### src/rtl/evt_irq_pkg.sv
`timescale 1ns/1ps
package evt_irq_pkg;
   localparam int REG_W  = 8;
   localparam int ADDR_W = 2;

   typedef logic [REG_W-1:0] reg_t;

   // Register map
   typedef enum logic [ADDR_W-1:0] {
      A_STATUS = 2'd0,
      A_MASK   = 2'd1,
      A_STATE  = 2'd2,
      A_SPARE  = 2'd3
   } addr_e;
endpackage

### src/rtl/evt_irq_change_det.sv
`timescale 1ns/1ps
// Samples a bus and flags bits that differ from the previous sample.
module evt_irq_change_det #(
   parameter int W = 4
) (
   input  logic         clk,
   input  logic         rst_n,
   input  logic [W-1:0] din_i,
   output logic [W-1:0] samp_o,
   output logic [W-1:0] chg_o
);
   logic [W-1:0] samp_q;
   logic [W-1:0] prev_q;

   always_ff @(posedge clk) begin
      if (!rst_n) begin
         samp_q <= '0;
         prev_q <= '0;
      end else begin
         samp_q <= din_i;
         prev_q <= samp_q;
      end
   end

   assign samp_o = samp_q;
   assign chg_o  = samp_q ^ prev_q;


   chg_follows_input_chk: assert property (@(posedge clk) disable iff (!rst_n)
      1 |=> (samp_q == $past(din_i)));
endmodule

### src/rtl/evt_irq_sticky.sv
`timescale 1ns/1ps
// Sticky status bits: a set wins over a same-cycle clear.
module evt_irq_sticky #(
   parameter int W = 6
) (
   input  logic         clk,
   input  logic         rst_n,
   input  logic [W-1:0] set_i,
   input  logic [W-1:0] clr_i,
   output logic [W-1:0] status_o
);
   for (genvar b = 0; b < W; b++) begin : g_bit
      logic bit_q;
      always_ff @(posedge clk) begin
         if (!rst_n)        bit_q <= 1'b0;
         else if (set_i[b]) bit_q <= 1'b1;
         else if (clr_i[b]) bit_q <= 1'b0;
      end
      assign status_o[b] = bit_q;
   end


   set_wins_chk: assert property (@(posedge clk) disable iff (!rst_n)
      (|set_i) |=> ((status_o & $past(set_i)) == $past(set_i)));


   clear_takes_chk: assert property (@(posedge clk) disable iff (!rst_n)
      1 |=> ((status_o & $past(clr_i) & ~$past(set_i)) == '0));


   no_silent_drop_chk: assert property (@(posedge clk) disable iff (!rst_n)
      1 |=> (($past(status_o) & ~status_o & ~$past(clr_i)) == '0));


   no_spurious_set_chk: assert property (@(posedge clk) disable iff (!rst_n)
      1 |=> ((status_o & ~$past(status_o) & ~$past(set_i)) == '0));
endmodule

### src/rtl/evt_irq_regs.sv
`timescale 1ns/1ps
// Bus-facing registers: mask, status shadow, clear decode and read mux.
module evt_irq_regs
   import evt_irq_pkg::*;
#(
   parameter int STATE_W = 3
) (
   input  logic               clk,
   input  logic               rst_n,
   input  logic               wr_stb_i,
   input  logic               rd_stb_i,
   input  logic [ADDR_W-1:0]  addr_i,
   input  reg_t               wdata_i,
   input  reg_t               status_i,
   input  logic [STATE_W-1:0] state_i,
   output reg_t               mask_o,
   output reg_t               clr_o,
   output reg_t               rdata_o
);
   addr_e sel;
   logic  rd_q;
   reg_t  shadow_q;
   reg_t  mask_q;

   assign sel = addr_e'(addr_i);

   always_ff @(posedge clk) begin
      if (!rst_n) begin
         rd_q     <= 1'b0;
         shadow_q <= '0;
         mask_q   <= '0;
      end else begin
         rd_q <= rd_stb_i;
         if (rd_stb_i && !rd_q)
            shadow_q <= status_i;
         if (wr_stb_i && sel == A_MASK)
            mask_q <= wdata_i;
      end
   end

   assign clr_o  = (wr_stb_i && sel == A_STATUS) ? wdata_i : '0;
   assign mask_o = mask_q;

   always_comb begin
      unique case (sel)
         A_STATUS: rdata_o = shadow_q;
         A_MASK:   rdata_o = mask_q;
         A_STATE:  rdata_o = REG_W'(state_i);
         A_SPARE:  rdata_o = '0;
      endcase
   end


   shadow_hold_chk: assert property (@(posedge clk) disable iff (!rst_n)
      (rd_stb_i && rd_q) |=> $stable(shadow_q));


   mask_load_chk: assert property (@(posedge clk) disable iff (!rst_n)
      (wr_stb_i && sel == A_MASK) |=> (mask_q == $past(wdata_i)));


   mask_keep_chk: assert property (@(posedge clk) disable iff (!rst_n)
      !(wr_stb_i && sel == A_MASK) |=> $stable(mask_q));
endmodule

### src/rtl/evt_irq_ctrl.sv
`timescale 1ns/1ps
module evt_irq_ctrl
   import evt_irq_pkg::*;
#(
   parameter int NUM_REFS = 4,
   parameter int STATE_W  = 3
) (
   input  logic                clk,
   input  logic                rst_n,
   input  logic [NUM_REFS-1:0] ref_valid_i,
   input  logic [STATE_W-1:0]  op_state_i,
   input  logic                brief_loss_i,
   input  logic [ADDR_W-1:0]   addr_i,
   input  logic [REG_W-1:0]    wdata_i,
   input  logic                wr_stb_i,
   input  logic                rd_stb_i,
   output logic [REG_W-1:0]    rdata_o,
   output logic                irq_o
);
   localparam int EVT_W     = NUM_REFS + 2;
   localparam int BIT_STATE = NUM_REFS;
   localparam int BIT_BRIEF = NUM_REFS + 1;

   if (NUM_REFS < 1 || EVT_W > REG_W) begin : g_bad_refs
      $error("evt_irq_ctrl: NUM_REFS must leave room for two more status bits");
   end
   if (STATE_W < 1 || STATE_W > REG_W) begin : g_bad_state
      $error("evt_irq_ctrl: STATE_W must be 1..REG_W");
   end

   logic [NUM_REFS-1:0] ref_samp;
   logic [NUM_REFS-1:0] ref_chg;
   logic [STATE_W-1:0]  st_samp;
   logic [STATE_W-1:0]  st_chg;
   logic [EVT_W-1:0]    evt_set;
   logic [EVT_W-1:0]    status;
   reg_t                status_pad;
   reg_t                mask;
   reg_t                clr;

   evt_irq_change_det #(.W(NUM_REFS)) u_ref_det (
      .clk    (clk),
      .rst_n  (rst_n),
      .din_i  (ref_valid_i),
      .samp_o (ref_samp),
      .chg_o  (ref_chg)
   );

   evt_irq_change_det #(.W(STATE_W)) u_state_det (
      .clk    (clk),
      .rst_n  (rst_n),
      .din_i  (op_state_i),
      .samp_o (st_samp),
      .chg_o  (st_chg)
   );

   always_comb begin
      evt_set                 = '0;
      evt_set[NUM_REFS-1:0]   = ref_chg;
      evt_set[BIT_STATE]      = |st_chg;
      evt_set[BIT_BRIEF]      = brief_loss_i;
   end

   evt_irq_sticky #(.W(EVT_W)) u_sticky (
      .clk      (clk),
      .rst_n    (rst_n),
      .set_i    (evt_set),
      .clr_i    (clr[EVT_W-1:0]),
      .status_o (status)
   );

   assign status_pad = REG_W'(status);

   evt_irq_regs #(.STATE_W(STATE_W)) u_regs (
      .clk      (clk),
      .rst_n    (rst_n),
      .wr_stb_i (wr_stb_i),
      .rd_stb_i (rd_stb_i),
      .addr_i   (addr_i),
      .wdata_i  (wdata_i),
      .status_i (status_pad),
      .state_i  (st_samp),
      .mask_o   (mask),
      .clr_o    (clr),
      .rdata_o  (rdata_o)
   );

   assign irq_o = |(status_pad & mask);


   irq_needs_pending_chk: assert property (@(posedge clk) disable iff (!rst_n)
      irq_o |-> (status != '0));


   ref_event_lands_chk: assert property (@(posedge clk) disable iff (!rst_n)
      (|ref_chg) |=> ((status[NUM_REFS-1:0] & $past(ref_chg)) == $past(ref_chg)));


   irq_quiet_unmasked_chk: assert property (@(posedge clk) disable iff (!rst_n)
      (mask == '0) |-> !irq_o);
endmodule

### config.mk
export PLATFORM = sky130hd
export DESIGN_NAME = evt_irq_ctrl
export DESIGN_NICKNAME = d
export VERILOG_FILES = /design/src/rtl/evt_irq_pkg.sv /design/src/rtl/evt_irq_change_det.sv /design/src/rtl/evt_irq_sticky.sv /design/src/rtl/evt_irq_regs.sv /design/src/rtl/evt_irq_ctrl.sv
export SDC_FILE = /design/constraint.sdc
export NUM_CORES = 1
export LEC_CHECK = 0
export ABC_AREA = 0
export ABC_CLOCK_PERIOD_IN_PS = 1400
export BUFFER_PORTS_ARGS = -buffer_cell sky130_fd_sc_hd__buf_2
export CORE_ASPECT_RATIO = 0.8
export CORE_MARGIN = 5
export CORE_UTILIZATION = 52
export DETAILED_ROUTE_END_ITERATION = 10
export PLACE_DENSITY = 0.77
export SLEW_MARGIN = 15
export SYNTH_ARGS = -nofsm -noshare
export SYNTH_HDL_FRONTEND = slang
export SYNTH_SLANG_ARGS = --single-unit
### constraint.sdc
create_clock -name clk -period 1.4 [get_ports clk]
set_clock_uncertainty 0.1 [all_clocks]
set_input_delay 0.28 -clock clk [delete_from_list [all_inputs] [get_ports clk]]
set_output_delay 0.28 -clock clk [all_outputs]
set_load 0.01 [all_outputs]
==> flow_summary.json, run 1 <==
{
  "status": "finished with violations",
  "violations": "negative setup slack",
  "rr_startpoint": "u_state_det.samp_o[0]",
  "core-area_um2": 2522,
  "worstPathRequired_ns": 1.02,
  "clk_path_buf_depth": 2,
  "setup-violations-final": 4,
  "cts_made_buffers": 5,
  "die_y_um": 56.62,
  "startpoint": "u_sticky.g_bit[2].bit_q",
  "intPower_mw": 1.403,
  "first_pass_iters": 4,
  "fillers": 217,
  "worst_path_max_delay_cell": "dfxtp_2",
  "worst_slew_pin_slew_ns": 0.4803,
  "rr_endpoint": "u_sticky.g_bit[4].bit_q",
  "synth.distinct_cells": 23,
  "path_clk_slew_ns": 0.10,
  "p_leak_nw": 0.7870,
  "rows": 16,
  "track_usage": 0.1707,
  "p_sw_frac": 0.2453,
  "cts_max_level": 2,
  "grt_start_max_net_pins": 36,
  "hold_viol": 0,
  "fmax_ghz": 0.6653,
  "hold_end": "u_sticky.g_bit[5].bit_q",
  "worstSetupEndpointType": "output pin",
  "final.setup.tns_ns": -0.1602,
  "seq_area_frac_synth": 0.4960,
  "drtIter0Drc": 63,
  "cts_sinks": 35,
  "start_kind": "register",
  "crit_type": "reg -> out",
  "dieArea_um2": 3865,
  "cts_tree": "yes",
  "combPwrFrac": 0.119,
  "fin_crit_sh": 1.074,
  "async_flop_share": 0,
  "period_minus_slack_ns": 1.503,
  "power_switching_mw": 0.4558,
  "place_congestion": 0.8460,
  "die_x_um": 68.27,
  "hold_path_class": "in -> reg",
  "vias_per_cell": 5.036,
  "io_pins": 31,
  "vdd_ir_drop_max_v": 0.0008691,
  "wl_per_cell_um": 13.42,
  "crit_buf_inv": 1,
  "r2r_slack_ns": 0.18,
  "synth_area_um2": 1413,
  "diodes": 0,
  "syn-num-nets": 167,
  "synth_edf_count": 0,
  "layout_commonest_cell": "buf_2",
  "setup_ws_ns": -0.1031,
  "yosysWarnings": 0,
  "start_util": 0.5600,
  "fin_nets": 211,
  "syn_avg_cell_area_um2": 9.742,
  "grt_pass1_wl_um": 4947,
  "path_max_fanout": 2,
  "relSlewSlack": 0.6798,
  "layoutNonFillerInstCount": 225,
  "worstPathCellList": "a22oi_2 -> nand3_1 -> buf_2",
  "rr_worst_depth": 3,
  "grt_pass1_vias": 1136,
  "numPortBuffers": 30,
  "ys.flop_type": "dfxtp_1",
  "ys_ff_latch": 35,
  "clock_power_share": 0.296,
  "drc": 0,
  "vias": 1133,
  "cpLargestDelayFamily": "flip-flops",
  "grt-ovfl-total": 0,
  "antenna_found_initial": 0,
  "clockRootBuffer": "clkbuf_4",
  "synthCells": 145,
  "timing.hold.ws_ns": 0.02990,
  "layout_common_cells": "28 x buf_2, 22 x nand2_1, 21 x dfxtp_1",
  "syn_to_final_growth_pct": 24.45,
  "arrival_ns": 1.12,
  "seqPwrFrac": 0.584,
  "power_density_nw_per_um2": 1057,
  "final_antenna_net_count": 0,
  "hold_buffers": 0,
  "dp_hpwl_um": 2133,
  "hold_depth": 2,
  "final_max_slew_viol_count": 0,
  "drive_above_1_share": 0.3757,
  "insertion_delay_ns": 0.33,
  "routed_wl_um": 3019,
  "dp.cells": 210,
  "grt_setup_unrepaired": "yes",
  "max_stage_delay_ns": 0.34,
  "maxCapViolations": 0,
  "hp-start": "wdata_i[5]"
}
power by group through the flow:
stage | clock network, mW | logic, mW | registers [mW]
after floorplan | 0 | 0.130 | 1.09
after global placement | 0 | 0.190 | 1.10
after detailed placement | 0 | 0.197 | 1.10
after CTS | 0.570 | 0.211 | 1.09
after global routing | 0.610 | 0.245 | 1.09
final | 0.551 | 0.222 | 1.09
worst max path at each step:
stage,to,cells after the start
final,irq_o,3
after global routing,irq_o,3
after CTS,irq_o,3
after detailed placement,u_regs.mask_o[7],5
after global placement,rdata_o[1],5
after floorplan,rdata_o[0],5
worst register-to-register path: cells and delay by family, from the launching register on:
kind | cells | cell delay, ns
buffers and inverters | 1 | 0.13
XOR/XNOR | 1 | 0.15
flip-flops | 1 | 0.34
AO/OA/AOI/OAI | 1 | 0.40
final cells by class:
| cell class | instances | area, um^2 | share of cell area |
|---|---|---|---|
| Tap cell | 36 | 45.04 | 0.02562 |
| Clock buffer | 6 | 51.30 | 0.02918 |
| Sequential cell | 35 | 718.2 | 0.4085 |
| Multi-Input combinational cell | 102 | 670.6 | 0.3815 |
| Timing Repair Buffer | 44 | 264.0 | 0.1502 |
| Inverter | 1 | 3.754 | 0.002135 |
| Clock inverter | 1 | 5.005 | 0.002847 |
kinds of logic (layout without fill, tap and decap cells):
family                    count (synthesis)  in the layout  share of synthesized area
AOI/OAI and AO/OA                        32             32                     0.1647
xor gates and xnor gates                  7              7                    0.04340
buffers and inverters                     8             52                    0.03986
and+or+nand+nor                          57             57                     0.2135
DFF                                      35             35                     0.4960
muxes                                     6              6                    0.04252
synthesized netlist by cell type, types with 2 or more instances:
cell,number,area [um^2]
o21a_1,4,30.03
nor2_1,3,11.26
and2_1,17,106.4
a21boi_0,17,127.6
o21ai_0,4,20.02
mux2i_1,6,60.06
buf_6,3,33.78
nand3_1,9,45.04
nand2_1,23,86.33
a21boi_1,2,15.01
clkbuf_1,3,11.26
xor2_1,7,61.31
dfxtp_1,35,700.7
a22oi_1,3,22.52
metal layers:
layer | track usage | share of wire | wire, um | up-vias
li1 | - | - | - | 570
met3 | 0.04990 | 0.064 | 192 | 7
met1 | 0.2000 | 0.42 | 1280 | 526
met2 | 0.2816 | 0.49 | 1490 | 30
met4 | 0.07649 | 0.019 | 56 | 0
met5 | 0 | 0 | 0 | -
state kept, by name (all words and copies together) (netlist names):
register and flops:
u_ref_det.prev_q 4, u_ref_det.samp_o 4, u_regs.mask_o 8, u_regs.rd_q 1, u_regs.shadow_q 6, u_state_det.prev_q 3
u_state_det.samp_o 3, u_sticky.g_bit.bit_q 6
metrics by stage:
| step | util | cell area, um^2 | setup WS [ns] | total power [mW] |
|---|---|---|---|---|
| 5_1_grt | 0.6969 | 1758 | -0.1431 | 1.949 |
| 2_1_floorplan | - | 1413 | 0.1349 | 1.224 |
| 3_5_place_dp | 0.6344 | 1600 | -0.02017 | 1.301 |
| 3_3_place_gp | 0.6344 | 1600 | 0.01366 | 1.292 |
| 6_report | 0.6969 | 1758 | -0.1031 | 1.859 |
| 4_1_cts | 0.6796 | 1714 | -0.1027 | 1.866 |
timing repair:
| item | in CTS | in global routing |
|---|---|---|
| setup buffers | 4 | 4 |
| setup endpoints to repair | 7 | 9 |
| gates resized for setup | 17 | 9 |
| pin swaps | 3 | 3 |
Power figures use the tool's default switching activity.
==> inputs of run 2 (changes only) <==
CTS_BUF_LIST = sky130_fd_sc_hd__clkbuf_16   (was default)
==> run 2 against run 1 <==
Against the previous run:
- largest cell class unchanged
- sequential power about the same
- total power rose by 24%
- combinational power is 7% lower
- via count is 2.9% lower
- first-iteration DRC count up 14%
- design area up 1.1%
- the flow still finishes with violations (negative setup slack)
- critical path depth did not move
- sequential cell count unchanged
- wire length decreased by 0.40%
==> flow_summary.json, run 2 (synthesis results as in run 1) <==
{
  "die_y_um": 56.62,
  "rows": 16,
  "antenna_found_initial": 0,
  "start_kind": "register",
  "arrival_ns": 1.04,
  "intPower_mw": 1.799,
  "cts_made_buffers": 5,
  "seqPwrFrac": 0.474,
  "syn_to_final_growth_pct": 25.77,
  "fmax_ghz": 0.7024,
  "hold_buffers": 0,
  "clk_path_buf_depth": 2,
  "layout_commonest_cell": "buf_2",
  "max_stage_delay_ns": 0.32,
  "violations": "negative setup slack",
  "clockRootBuffer": "clkbuf_16",
  "place_congestion": 0.8460,
  "final_antenna_net_count": 0,
  "hold_viol": 0,
  "power_density_nw_per_um2": 1295,
  "start_util": 0.5600,
  "final-seq-area_um2": 713.2,
  "pre_cts_ws_ns": -0.02017,
  "multi_input_area_um2": 665.6,
  "worst_slew_pin_slew_ns": 0.4753,
  "fin_nets": 205,
  "core-area_um2": 2522,
  "first_pass_iters": 4,
  "wl_per_cell_um": 13.73,
  "layout_common_cells": "28 x buf_2, 25 x dfxtp_1, 23 x nand2_1",
  "setup_ws_ns": -0.02371,
  "grt-ovfl-total": 0,
  "hold_path_class": "in -> reg",
  "fillers": 205,
  "r2r_slack_ns": 0.26,
  "dieArea_um2": 3865,
  "drive_above_1_share": 0.3169,
  "grt_pass1_vias": 1114,
  "final.setup.tns_ns": -0.02371,
  "path_max_fanout": 2,
  "final_max_slew_viol_count": 0,
  "setup-violations-final": 1,
  "worstSetupEndpointType": "output pin",
  "path_clk_slew_ns": 0.05,
  "p_sw_frac": 0.2180,
  "worstPathCellList": "a22oi_2 -> nand3_1 -> buf_2",
  "dp_hpwl_um": 2133,
  "vias_per_cell": 5.023,
  "power_mw": 2.301,
  "vdd_ir_drop_max_v": 0.001047,
  "grt_start_max_net_pins": 36,
  "status": "finished with violations",
  "cts_sinks": 35,
  "cts_max_level": 2,
  "worstPathRequired_ns": 1.02,
  "vias": 1100,
  "track_usage": 0.1759,
  "period_minus_slack_ns": 1.424,
  "maxCapViolations": 0,
  "p_leak_nw": 0.7837,
  "worst_path_max_delay_cell": "dfxtp_2",
  "fin_crit_sh": 1.017,
  "cts_tree": "yes",
  "drtIter0Drc": 72,
  "clock_power_share": 0.437,
  "diodes": 0,
  "crit_type": "reg -> out",
  "die_x_um": 68.27,
  "power_switching_mw": 0.5016,
  "timing.hold.ws_ns": 0.1078,
  "drc": 0,
  "insertion_delay_ns": 0.27,
  "io_pins": 31,
  "largest_reg_flops": 8,
  "relSlewSlack": 0.6831,
  "routed_wl_um": 3007,
  "numPortBuffers": 30,
  "grt_pass1_wl_um": 4988,
  "combPwrFrac": 0.090,
  "grt_setup_unrepaired": "yes"
}
==> run 2: worst paths after layout <==
check,from,to,depth (start not counted)
setup reg to reg,u_state_det.samp_o[1],u_sticky.g_bit[4].bit_q,3
hold reg to reg,u_regs.shadow_q[0],u_regs.shadow_q[0],2
hold / removal,wdata_i[5],u_sticky.g_bit[5].bit_q,2
setup / recovery,u_sticky.g_bit[2].bit_q,irq_o,3
==> run 2: area by class of cell <==
| type | count | share of cell area |
|---|---|---|
| Clock buffer | 5 | 0.07042 |
| Clock inverter | 2 | 0.004930 |
| Inverter | 1 | 0.002113 |
| Multi-Input combinational cell | 102 | 0.3746 |
| Sequential cell | 35 | 0.4014 |
| Tap cell | 36 | 0.02535 |
| Timing Repair Buffer | 38 | 0.1211 |
==> run 2: what timing repair did <==
action | in CTS | in global routing
pin swaps | 3 | 2
setup endpoints to repair | 4 | 6
gates resized for setup | 11 | 6
buffers inserted | 1 | 1
==> run 2: critical path, delay by kind of cell (launching register included) <==
| family | cells | cell delay (ns) |
|---|---|---|
| and+or+nand+nor | 1 | 0.10 |
| AOI/OAI and AO/OA | 1 | 0.20 |
| buffers and inverters | 1 | 0.15 |
| DFF | 1 | 0.32 |
==> run 2: through the flow <==
step                      instances  area [um^2]  utilization
after floorplan                 145         1413            -
after global placement          210         1600       0.6344
after detailed placement        210         1600       0.6344
after CTS                       218         1763       0.6989
after global routing            219         1777       0.7044
final                           219         1777       0.7044
==> run 2: power groups by stage <==
| stage | registers (mW) | logic [mW] | clock network (mW) |
|---|---|---|---|
| final | 1.09 | 0.207 | 1.00 |
| after global routing | 1.09 | 0.228 | 1.08 |
| after CTS | 1.09 | 0.204 | 1.03 |
| after detailed placement | 1.10 | 0.197 | 0 |
| after global placement | 1.10 | 0.190 | 0 |
| after floorplan | 1.09 | 0.130 | 0 |
==> run 2: metal layers <==
layer	GRT usage	share of wire	wire length, um
met2	0.2885	0.51	1523
met4	0.05949	0.0063	19
met1	0.1988	0.43	1307
met5	0	0	0
met3	0.07984	0.053	158
